### src/rtl/axl_pkg.sv
package axl_pkg;
  localparam int unsigned ADDR_W    = 32;
  localparam int unsigned PAGE_LSB  = 20;
  localparam int unsigned PAGE_W    = ADDR_W - PAGE_LSB;
  localparam int unsigned NUM_WIN   = 3;
  localparam int unsigned WIN_IDX_W = 2;
  localparam int unsigned IO_WIN    = 2;

  localparam logic [2:0] KIND_IO  = 3'b010;
  localparam logic [2:0] KIND_CFG = 3'b101;

  typedef enum logic [1:0] {
    SZ_16M  = 2'b00,
    SZ_256M = 2'b01,
    SZ_512M = 2'b10,
    SZ_1M   = 2'b11
  } win_size_e;

  typedef struct packed {
    logic [PAGE_W-1:0] page;
    win_size_e         size;
    logic              en;
  } base_t;

  typedef struct packed {
    logic [PAGE_W-1:0] page;
    logic [2:0]        kind;
    logic              keep_low;
  } map_t;

  // number of megabyte page bits that lie inside the window
  function automatic int unsigned span_of(win_size_e sz);
    case (sz)
      SZ_16M:  span_of = 4;
      SZ_256M: span_of = 8;
      SZ_512M: span_of = 9;
      default: span_of = 0;
    endcase
  endfunction

  function automatic base_t word_to_base(logic [ADDR_W-1:0] w);
    base_t b;
    b.page = w[ADDR_W-1:PAGE_LSB];
    b.size = win_size_e'(w[5:4]);
    b.en   = w[0];
    return b;
  endfunction

  function automatic map_t word_to_map(logic [ADDR_W-1:0] w);
    map_t m;
    m.page     = w[ADDR_W-1:PAGE_LSB];
    m.kind     = w[3:1];
    m.keep_low = w[0];
    return m;
  endfunction
endpackage

### src/rtl/axl_win_regs.sv
module axl_win_regs
  import axl_pkg::*;
#(
  parameter int unsigned N  = NUM_WIN,
  parameter int unsigned IW = WIN_IDX_W
) (
  input  logic                 clk,
  input  logic                 rst_n,
  input  logic                 wr_en,
  input  logic [IW-1:0]        wr_win,
  input  logic                 wr_map,
  input  logic [ADDR_W-1:0]    wr_data,
  output base_t [N-1:0]        base_q,
  output map_t  [N-1:0]        map_q
);
  base_t [N-1:0] base_d;
  map_t  [N-1:0] map_d;
  logic          wr_hit;

  always_comb begin
    base_d = base_q;
    map_d  = map_q;
    wr_hit = 1'b0;
    for (int i = 0; i < int'(N); i++) begin
      if (wr_en && (int'(wr_win) == i)) begin
        wr_hit = 1'b1;
        if (wr_map) map_d[i]  = word_to_map(wr_data);
        else        base_d[i] = word_to_base(wr_data);
      end
    end
  end

  always_ff @(posedge clk or negedge rst_n) begin
    if (!rst_n) begin
      base_q <= '0;
      map_q  <= '0;
    end else if (wr_hit) begin
      base_q <= base_d;
      map_q  <= map_d;
    end
  end


  idle_hold_chk: assert property (@(posedge clk) disable iff (!rst_n)
    !wr_en |=> ($stable(base_q) && $stable(map_q)));


  bad_index_chk: assert property (@(posedge clk) disable iff (!rst_n)
    (wr_en && (int'(wr_win) >= int'(N))) |=> ($stable(base_q) && $stable(map_q)));
endmodule

### src/rtl/axl_win_match.sv
module axl_win_match
  import axl_pkg::*;
#(
  parameter bit IS_IO = 1'b0
) (
  input  logic              clk,
  input  logic              rst_n,
  input  base_t             base_q,
  input  map_t              map_q,
  input  logic [ADDR_W-1:0] addr,
  output logic              hit,
  output logic [ADDR_W-1:0] xaddr,
  output logic [2:0]        kind
);
  logic [PAGE_W-1:0] cmp_mask;
  logic [PAGE_W-1:0] addr_page;

  assign addr_page = addr[ADDR_W-1:PAGE_LSB];

  always_comb begin
    cmp_mask = {PAGE_W{1'b1}} << span_of(base_q.size);
    hit      = base_q.en && (((addr_page ^ base_q.page) & cmp_mask) == '0);
    xaddr    = {(map_q.page & cmp_mask) | (addr_page & ~cmp_mask),
                addr[PAGE_LSB-1:2],
                map_q.keep_low ? addr[1:0] : 2'b00};
  end

  generate
    if (IS_IO) begin : g_io
      assign kind = KIND_IO;
    end else begin : g_mem
      assign kind = map_q.kind;
    end
  endgenerate


  off_no_hit_chk: assert property (@(posedge clk) disable iff (!rst_n)
    !base_q.en |-> !hit);


  low_zero_chk: assert property (@(posedge clk) disable iff (!rst_n)
    !map_q.keep_low |-> (xaddr[1:0] == 2'b00));
endmodule

### src/rtl/axl_prio_select.sv
module axl_prio_select
  import axl_pkg::*;
#(
  parameter int unsigned N  = NUM_WIN,
  parameter int unsigned IW = WIN_IDX_W
) (
  input  logic          clk,
  input  logic          rst_n,
  input  logic [N-1:0]  hits,
  output logic [N-1:0]  grant,
  output logic [IW-1:0] idx,
  output logic          any
);
  always_comb begin
    grant = '0;
    idx   = '0;
    any   = 1'b0;
    for (int i = 0; i < int'(N); i++) begin
      if (hits[i] && !any) begin
        grant[i] = 1'b1;
        idx      = IW'(i);
        any      = 1'b1;
      end
    end
  end


  one_grant_chk: assert property (@(posedge clk) disable iff (!rst_n)
    $onehot0(grant) && ((grant & ~hits) == '0));


  low_wins_chk: assert property (@(posedge clk) disable iff (!rst_n)
    hits[0] |-> grant[0]);
endmodule

### src/rtl/addr_window_xlate.sv
module addr_window_xlate
  import axl_pkg::*;
(
  input  logic        clk,
  input  logic        rst_n,
  input  logic        wr_en,
  input  logic [1:0]  wr_win,
  input  logic        wr_map,
  input  logic [31:0] wr_data,
  input  logic        req_valid,
  input  logic [31:0] req_addr,
  output logic        xl_valid,
  output logic        xl_miss,
  output logic [31:0] xl_addr,
  output logic [2:0]  xl_kind,
  output logic [1:0]  xl_win
);
  logic [1:0] rst_sync;
  logic       rst_int_n;

  always_ff @(posedge clk or negedge rst_n) begin
    if (!rst_n) rst_sync <= 2'b00;
    else        rst_sync <= {rst_sync[0], 1'b1};
  end
  assign rst_int_n = rst_sync[1];

  base_t [NUM_WIN-1:0]           base_q;
  map_t  [NUM_WIN-1:0]           map_q;
  logic  [NUM_WIN-1:0]           hits;
  logic  [NUM_WIN-1:0]           grant;
  logic  [NUM_WIN-1:0][ADDR_W-1:0] w_addr;
  logic  [NUM_WIN-1:0][2:0]      w_kind;
  logic  [WIN_IDX_W-1:0]         sel_idx;
  logic                          sel_any;

  axl_win_regs #(.N(NUM_WIN), .IW(WIN_IDX_W)) u_regs (
    .clk(clk), .rst_n(rst_int_n), .wr_en(wr_en), .wr_win(wr_win),
    .wr_map(wr_map), .wr_data(wr_data), .base_q(base_q), .map_q(map_q)
  );

  generate
    for (genvar g = 0; g < int'(NUM_WIN); g++) begin : g_win
      axl_win_match #(.IS_IO(g == int'(IO_WIN))) u_match (
        .clk(clk), .rst_n(rst_int_n), .base_q(base_q[g]), .map_q(map_q[g]),
        .addr(req_addr), .hit(hits[g]), .xaddr(w_addr[g]), .kind(w_kind[g])
      );
    end
  endgenerate

  axl_prio_select #(.N(NUM_WIN), .IW(WIN_IDX_W)) u_prio (
    .clk(clk), .rst_n(rst_int_n), .hits(hits), .grant(grant),
    .idx(sel_idx), .any(sel_any)
  );

  logic                 valid_d, miss_d, load_d;
  logic [ADDR_W-1:0]    addr_d;
  logic [2:0]           kind_d;

  always_comb begin
    valid_d = req_valid && sel_any;
    miss_d  = req_valid && !sel_any;
    load_d  = valid_d;
    addr_d  = '0;
    kind_d  = '0;
    for (int i = 0; i < int'(NUM_WIN); i++) begin
      if (grant[i]) begin
        addr_d = w_addr[i];
        kind_d = w_kind[i];
      end
    end
  end

  always_ff @(posedge clk or negedge rst_int_n) begin
    if (!rst_int_n) begin
      xl_valid <= 1'b0;
      xl_miss  <= 1'b0;
    end else begin
      xl_valid <= valid_d;
      xl_miss  <= miss_d;
    end
  end

  always_ff @(posedge clk or negedge rst_int_n) begin
    if (!rst_int_n) begin
      xl_addr <= '0;
      xl_kind <= '0;
      xl_win  <= '0;
    end else if (load_d) begin
      xl_addr <= addr_d;
      xl_kind <= kind_d;
      xl_win  <= sel_idx;
    end
  end


  miss_excl_chk: assert property (@(posedge clk) disable iff (!rst_int_n)
    !(xl_valid && xl_miss));


  out_needs_req_chk: assert property (@(posedge clk) disable iff (!rst_int_n)
    (xl_valid || xl_miss) |-> $past(req_valid));


  io_kind_chk: assert property (@(posedge clk) disable iff (!rst_int_n)
    (xl_valid && (xl_win == WIN_IDX_W'(IO_WIN))) |-> (xl_kind == KIND_IO));
endmodule

### config.mk
export PLATFORM = sky130hd
export DESIGN_NAME = addr_window_xlate
export DESIGN_NICKNAME = d
export VERILOG_FILES = /design/src/rtl/axl_pkg.sv /design/src/rtl/axl_win_regs.sv /design/src/rtl/axl_win_match.sv /design/src/rtl/axl_prio_select.sv /design/src/rtl/addr_window_xlate.sv
export SDC_FILE = /design/constraint.sdc
export NUM_CORES = 1
export LEC_CHECK = 0
export BUFFER_PORTS_ARGS = -buffer_cell sky130_fd_sc_hd__buf_2
export CORE_MARGIN = 2
export CORE_UTILIZATION = 33
export CTS_CLUSTER_DIAMETER = 30
export CTS_CLUSTER_SIZE = 16
export DETAILED_ROUTE_END_ITERATION = 12
export SYNTH_ARGS = -nofsm -noshare
export SYNTH_HDL_FRONTEND = slang
export SYNTH_SLANG_ARGS = --single-unit
### constraint.sdc
create_clock -name clk -period 7.02 [get_ports clk]
set_input_delay 0.351 -clock clk [delete_from_list [all_inputs] [get_ports clk]]
set_output_delay 0.351 -clock clk [all_outputs]
set_load 0.01 [all_outputs]
==> impl_metrics.py, run 1 <==
metrics = {
    "setup_path": {
        "crit_path_max_incr_delay_ns": 0.64,
        "cells_along_the_critical_path": "inv_1 -> ha_1 -> nand2_1 -> o2bb2a_1 -> and4_1 -> or2_4 -> o21ai_2 -> buf_4 -> a221o_1",
        "crit_path_start_kind": "flip-flop",
        "critPathMaxFanout": 29,
        "worst_ep_required_time_ns": 7.31,
        "critical_path_arrival_ns": 3.60,
        "cpMaxStageDelayCell": "sky130_fd_sc_hd__and4_1",
        "setup.worst_path.end_class": "flip-flop",
        "critPathKind": "reg -> reg",
    },
    "clock_tree": {
        "post_cts_resized": 0,
        "clkSinkCount": 131,
        "tritoncts": "yes",
        "cts.reportedPaths.clkPinSlew_ns": 0.06,
        "clk-insertion-delay-late_ns": 0.42,
        "cts_max_path_buffers": 2,
        "root_buffer": "sky130_fd_sc_hd__clkbuf_16",
        "cts-buffers-inserted": 17,
        "cts-htree-levels": 4,
    },
    "power": {
        "net_switching_power_w": 0.000770,
        "power_report.internal_total_w": 0.00185,
        "power.sequential.fraction": 0.418,
        "pnr_total_power_w": 0.00262,
        "p_sw_frac": 0.294,
        "clock_power_share": 0.318,
        "combPwrFrac": 0.264,
        "power_per_cell_area_mw_per_mm2": 352,
        "leakagePower_nw": 3.31,
        "worst_ir_drop_vdd_mv": 0.187,
    },
    "floorplan": {
        "placeableCoreArea_mm2": 0.0186,
        "fp.dieH_um": 141,
        "floorplan.io_pins": 110,
        "design.die.area_mm2": 0.0199,
        "rows": 50,
        "start_util": 0.334,
        "die_width_um": 141,
    },
    "sta": {
        "tightestPinTransition_ns": 1.18,
        "timing_max_transition_violations_final": 0,
        "max_freq_mhz": 303,
        "timing.slew.headroom": 0.209,
        "clock-skew-final_ns": 0.0104,
        "setup_total_negative_slack_ns": 0,
        "final_min_period_over_clock_period": 0.471,
        "period_needed_ns": 3.30,
        "setup_viol_count_final": 0,
        "rsz0062_at_grt": "false",
        "final_hold_viol_count": 0,
    },
    "placed_design": {
        "placement.cell_area_mm2": 0.00687,
        "detailed_place_hpwl_um": 10600,
        "port_buffers": 95,
        "post-place-cells": 782,
        "gpl_wtd_cong": 0.778,
    },
    "route": {
        "number_of_design_rule_violations_left_by_the_first_detailed_router_iteration": 184,
        "vias_per_cell": 5.03,
        "vias": 4101,
        "drt.antenna.violating_nets": 0,
        "remaining_drc_errors": 0,
        "wl_per_cell_um": 18.4,
        "wirelength_um": 15000,
        "dr.pass1.iters": 4,
    },
    "cells_and_area": {
        "layout.cell_area.non_filler_mm2": 0.00743,
        "diodes_inserted": 0,
        "stdcell_count": 815,
        "area_delta_synth_final_pct": 19.9,
        "layout.nets": 648,
        "post-route-util": 0.400,
        "fillers": 1745,
        "drive_gt1_frac": 0.446,
    },
    "grt": {
        "gr-total-overflow": 0,
        "grtUsageTotal": 0.158,
        "vias_in_the_first_global_route": 4332,
        "global_route_wire_length_before_repair_um": 23900,
        "largest_net_degree_at_the_start_of_global_routing": 72,
        "grt_antenna_before_repair": 0,
    },
    "synth": {
        "yosys-top-cells-area": "sky130_fd_sc_hd__dfrtp_1, sky130_fd_sc_hd__mux2_2, sky130_fd_sc_hd__xnor2_1",
        "netlist-cell-type-count": 49,
        "area_fraction_of_the_dominant_cell_type_after_synthesis": 0.529,
        "synth_cells": 482,
        "yosys_register_bits": 131,
        "yosysWarnings": 0,
        "avgSynthCellArea_um2": 12.9,
        "synth_top_area_cell": "sky130_fd_sc_hd__dfrtp_1",
        "synth.cell_area_mm2": 0.00620,
        "syn-num-nets": 562,
        "async_reset_ff_frac": 1.00,
        "ys_seq_area_frac": 0.529,
        "synth_enable_flop_cells": 0,
        "synth_ff_type": "sky130_fd_sc_hd__dfrtp_1",
    },
    "run_status": {
        "status": "completed",
    },
    "hold_path": {
        "hold_class": "in -> reg",
    },
    "job": {
        "timing.max_cap.violations": 0,
    },
}
worst paths after layout:
| kind | startpoint | end | slack [ns] | cells past startpoint |
|---|---|---|---|---|
| worst max-delay path | u_regs.base_q[1]$_DFFE_PN0P_ | xl_addr[27]$_DFFE_PN0P_ | 3.72 | 9 |
| worst min-delay path | req_addr[3] | xl_addr[3]$_DFFE_PN0P_ | 0.16 | 2 |
| worst max register to register | u_regs.base_q[1]$_DFFE_PN0P_ | xl_addr[27]$_DFFE_PN0P_ | 3.72 | 9 |
| worst min register to register | rst_sync[0]$_DFF_PN0_ | rst_sync[1]$_DFF_PN0_ | 0.35 | 0 |
| max in group asynchronous | rst_sync[1]$_DFF_PN0_ | u_regs.base_q[20]$_DFFE_PN0P_ | 5.16 | 1 |
| min in group asynchronous | rst_n | rst_sync[1]$_DFF_PN0_ | 0.25 | 2 |
worst max-delay path, delay by kind of cell (launching register included):
| family | cells | cell delay [ns] |
|---|---|---|
| fa+ha+maj | 1 | 0.59 |
| flops | 1 | 0.36 |
| buf+inv | 2 | 0.35 |
| compound gates | 3 | 0.75 |
| simple gates | 3 | 1.12 |
power groups by stage:
stage	Clock [W]	Combinational, W	Sequential [W]
global placement	0	0.000682	0.00110
CTS	0.000856	0.000701	0.00110
floorplan	0	0.000421	0.00114
global route	0.000899	0.000753	0.00112
finish	0.000834	0.000691	0.00109
detailed placement	0	0.000698	0.00111
what timing repair did:
action | in CTS | in global routing
hold buffers | 1 | 0
endpoints found under the setup margin | 0 | 0
buffers inserted | 0 | 0
endpoints found under the hold margin | 2 | 0
cells in the final DEF (no fill, tap or decap), types with 3 or more instances in the layout:
master,count
sky130_fd_sc_hd__xor2_1,10
sky130_fd_sc_hd__clkbuf_8,3
sky130_fd_sc_hd__nand4_1,3
sky130_fd_sc_hd__a21oi_1,11
sky130_fd_sc_hd__mux2_2,116
sky130_fd_sc_hd__clkinvlp_4,4
sky130_fd_sc_hd__nor2_1,7
sky130_fd_sc_hd__nand2_1,24
sky130_fd_sc_hd__inv_1,11
sky130_fd_sc_hd__xnor2_1,26
sky130_fd_sc_hd__o22ai_1,11
sky130_fd_sc_hd__clkinv_2,4
sky130_fd_sc_hd__dfrtp_1,130
sky130_fd_sc_hd__clkbuf_1,3
sky130_fd_sc_hd__clkbuf_16,17
sky130_fd_sc_hd__ha_1,9
sky130_fd_sc_hd__buf_2,95
sky130_fd_sc_hd__buf_4,6
sky130_fd_sc_hd__a221oi_1,4
sky130_fd_sc_hd__a22o_1,7
sky130_fd_sc_hd__mux2i_1,19
sky130_fd_sc_hd__nand3_1,10
sky130_fd_sc_hd__a2bb2oi_1,7
sky130_fd_sc_hd__o21ai_0,9
Yosys cell counts, types with 2 or more instances:
cell type	n
sky130_fd_sc_hd__clkbuf_1	15
sky130_fd_sc_hd__a221oi_1	4
sky130_fd_sc_hd__a22o_1	7
sky130_fd_sc_hd__buf_4	3
sky130_fd_sc_hd__buf_6	3
sky130_fd_sc_hd__a221o_1	2
sky130_fd_sc_hd__nand4b_1	2
sky130_fd_sc_hd__ha_1	9
sky130_fd_sc_hd__mux2_2	116
sky130_fd_sc_hd__xor2_1	10
sky130_fd_sc_hd__o22ai_1	11
sky130_fd_sc_hd__buf_2	11
sky130_fd_sc_hd__and2_1	2
sky130_fd_sc_hd__xnor2_1	26
sky130_fd_sc_hd__nand3_1	10
sky130_fd_sc_hd__inv_1	11
sky130_fd_sc_hd__clkbuf_2	2
sky130_fd_sc_hd__o21ai_0	9
sky130_fd_sc_hd__and3_1	2
sky130_fd_sc_hd__a2bb2oi_1	7
sky130_fd_sc_hd__nor2_1	7
sky130_fd_sc_hd__nor3b_1	2
sky130_fd_sc_hd__mux2i_1	19
sky130_fd_sc_hd__nand4_1	3
sky130_fd_sc_hd__nor3_1	2
sky130_fd_sc_hd__dfrtp_1	131
sky130_fd_sc_hd__a21oi_1	11
sky130_fd_sc_hd__nand2_1	24
layer usage:
metal | global-route usage | up-vias | part of all wire | routed length, µm
met5 | 0 | - | 0 | 0
met4 | 0.0568 | 0 | 0.018 | 266
met3 | 0.0425 | 19 | 0.054 | 804
met2 | 0.255 | 115 | 0.49 | 7340
met1 | 0.204 | 2075 | 0.44 | 6560
li1 | - | 1892 | - | -
area by class of cell:
type,instances,area (µm²),area share
Multi-Input combinational cell,304,2730,0.367
Clock inverter,9,80.1,0.0108
Tap cell,234,293,0.0394
Timing Repair Buffer,102,531,0.0714
Inverter,12,45.0,0.00606
Clock buffer,23,478,0.0643
Sequential cell,131,3280,0.442
logic make-up (layout without fill, tap and decap cells):
| group | after synthesis | after routing | synth area share |
|---|---|---|---|
| fa+ha+maj | 9 | 9 | 0.0182 |
| compound gates | 65 | 65 | 0.0779 |
| other cells | 1 | 1 | 0.000605 |
| buf+inv | 47 | 146 | 0.0365 |
| flops | 131 | 131 | 0.529 |
| simple gates | 58 | 58 | 0.0458 |
| xor+xnor | 36 | 36 | 0.0509 |
| mux | 135 | 135 | 0.241 |
metrics by stage:
| stage | hold WS, ns | setup WS, ns |
|---|---|---|
| 4_1_cts | 0.146 | 3.71 |
| 2_1_floorplan | 0.0554 | 3.10 |
| 3_5_place_dp | 0.137 | 3.73 |
| 5_1_grt | 0.140 | 3.55 |
| 6_report | 0.162 | 3.72 |
| 3_3_place_gp | 0.138 | 3.73 |
registers in the layout (all words and copies together) (netlist names):
name	cells
rst_sync	2
u_regs.base_q	45
u_regs.map_q	45
xl_addr	32
xl_kind	3
xl_miss	1
xl_valid	1
xl_win	2
Power figures use the tool's default switching activity.
==> run 2, diff against run 1 <==
Clock period 7.02 ns to 3.2 ns, I/O delays scaled along.
==> impl_metrics.py, run 2 (synthesis results as in run 1) <==
metrics = {
    "route": {
        "number_of_design_rule_violations_left_by_the_first_detailed_router_iteration": 116,
        "vias_per_cell": 5.04,
        "wirelength_um": 15900,
        "vias": 4265,
        "dr.pass1.iters": 4,
        "drt.antenna.violating_nets": 0,
        "remaining_drc_errors": 0,
        "wl_per_cell_um": 18.7,
    },
    "setup_path": {
        "critical_path_arrival_ns": 3.03,
        "critPathKind": "reg -> reg",
        "cpMaxStageDelayCell": "sky130_fd_sc_hd__or4_1",
        "critical_path_cell_count": 7,
        "critPathMaxFanout": 7,
        "setup.worst_path.end_class": "flip-flop",
        "crit_path_start_kind": "flip-flop",
        "crit_path_max_delay_family": "compound AO/OA/AOI/OAI gates",
        "worst_ep_required_time_ns": 3.46,
        "crit_path_max_incr_delay_ns": 0.69,
        "cells_along_the_critical_path": "xor2_1 -> o41ai_1 -> buf_4 -> nand3_1 -> or4_1 -> o22ai_1 -> a2bb2oi_1",
        "critPathBufInv": 1,
        "r2r.worst_path.cells": 7,
    },
    "cells_and_area": {
        "post-route-util": 0.421,
        "area_delta_synth_final_pct": 26.1,
        "layout.nets": 680,
        "mostFrequentLayoutCell": "sky130_fd_sc_hd__dfrtp_1",
        "diodes_inserted": 0,
        "final_cell_mix": "sky130_fd_sc_hd__dfrtp_1, sky130_fd_sc_hd__mux2_2, sky130_fd_sc_hd__buf_2",
        "layout_top_registers": "u_regs.base_q: 45 flops, u_regs.map_q: 45 flops, xl_addr: 32 flops",
        "drive_gt1_frac": 0.445,
    },
    "clock_tree": {
        "tritoncts": "yes",
        "cts-htree-levels": 4,
        "post_cts_resized": 0,
        "cts_max_path_buffers": 2,
        "cts.reportedPaths.clkPinSlew_ns": 0.06,
        "cts-buffers-inserted": 17,
        "clk-insertion-delay-late_ns": 0.42,
        "clkSinkCount": 131,
        "root_buffer": "sky130_fd_sc_hd__clkbuf_16",
    },
    "placed_design": {
        "gpl_wtd_cong": 0.770,
        "place_ws_ns": 0.458,
        "detailed_place_hpwl_um": 11200,
        "port_buffers": 95,
    },
    "grt": {
        "vias_in_the_first_global_route": 4575,
        "global_route_wire_length_before_repair_um": 25500,
        "grtUsageTotal": 0.168,
        "gr-total-overflow": 0,
        "largest_net_degree_at_the_start_of_global_routing": 45,
        "grt_antenna_before_repair": 0,
    },
    "sta": {
        "timing.slew.headroom": 0.283,
        "setup_viol_count_final": 0,
        "final_min_period_over_clock_period": 0.865,
        "setup_total_negative_slack_ns": 0,
        "final_hold_viol_count": 0,
        "period_needed_ns": 2.77,
        "rsz0062_at_grt": "false",
        "timing_max_transition_violations_final": 0,
        "tightestPinTransition_ns": 1.07,
        "clock-skew-final_ns": 0.00809,
        "max_freq_mhz": 361,
        "fin_ws_ns": 0.431,
    },
    "power": {
        "leakagePower_nw": 3.51,
        "worst_ir_drop_vdd_mv": 0.411,
        "pnr_total_power_w": 0.00611,
        "power_per_cell_area_mw_per_mm2": 782,
    },
    "floorplan": {
        "design.die.area_mm2": 0.0199,
        "rows": 50,
        "die_width_um": 141,
        "placeableCoreArea_mm2": 0.0186,
        "fp.dieH_um": 141,
        "start_util": 0.334,
        "floorplan.io_pins": 110,
    },
    "hold_path": {
        "hold_depth": 3,
        "hold_class": "in -> reg",
    },
    "run_status": {
        "status": "completed",
    },
    "job": {
        "timing.max_cap.violations": 0,
    },
}
==> run 2: cell types whose count changed in the layout (fill, tap and decap cells not counted), sizes merged <==
cell / change
buf: +11
bufinv: +3
clkinvlp: -3
dlygate4sd3: +21
==> run 2: tightest hold or removal path, stage by stage <==
cell and delay [ns]:
sky130_fd_sc_hd__buf_2 0.13, sky130_fd_sc_hd__nand2_1 0.05, sky130_fd_sc_hd__o21ai_0 0.06
==> run 2: where the power goes <==
part	switching (W)	internal (W)
combinational	0.000736	0.000834
clock	0.000719	0.00142
sequential	0.000266	0.00213
total	0.00172	0.00439
==> run 2: repair_timing <==
action	in CTS	in global routing
buffers inserted	0	0
endpoints found under the setup margin	0	0
hold endpoints to repair	24	1
hold buffers	21	1
==> run 2: final cells by class <==
type / instances / area, µm²
fill: 1751 / 10800
sequential: 131 / 3280
multi-input combinational: 304 / 2720
timing repair buffer: 134 / 823
clock buffer: 23 / 508
tap: 234 / 293
clock inverter: 9 / 148
inverter: 12 / 45.0
==> run 2: final timing paths <==
kind	slack, ns	start	endpoint
setup reg to reg	0.43	u_regs.base_q[33]$_DFFE_PN0P_	xl_addr[28]$_DFFE_PN0P_
hold / removal	0.02	wr_data[5]	u_regs.base_q[17]$_DFFE_PN0P_
min in group asynchronous	0.05	rst_n	rst_sync[1]$_DFF_PN0_
max in group asynchronous	2.05	rst_sync[1]$_DFF_PN0_	xl_addr[19]$_DFFE_PN0P_
hold reg to reg	0.33	rst_sync[1]$_DFF_PN0_	xl_addr[30]$_DFFE_PN0P_
setup / recovery	0.43	u_regs.base_q[33]$_DFFE_PN0P_	xl_addr[28]$_DFFE_PN0P_
==> run 2: stage by stage <==
stage | std cells | hold slack [ns] | cell area (µm²)
floorplan | 482 | -0.136 | 6200
detailed placement | 793 | -0.0521 | 6940
global route | 847 | 0.0191 | 7820
finish | 847 | 0.0239 | 7820
CTS | 846 | 0.00660 | 7810
global placement | 793 | -0.0537 | 6940
==> run 2: metal layers <==
layer  share of wire  global-route usage  vias to the layer above  wire length, µm
met3           0.036              0.0431                       17              564
met5               0                   0                        -                0
met2            0.51               0.289                       87             8140
met1            0.44               0.211                     2210             7010
met4           0.010              0.0416                        0              164
li1                -                   -                     1951                -
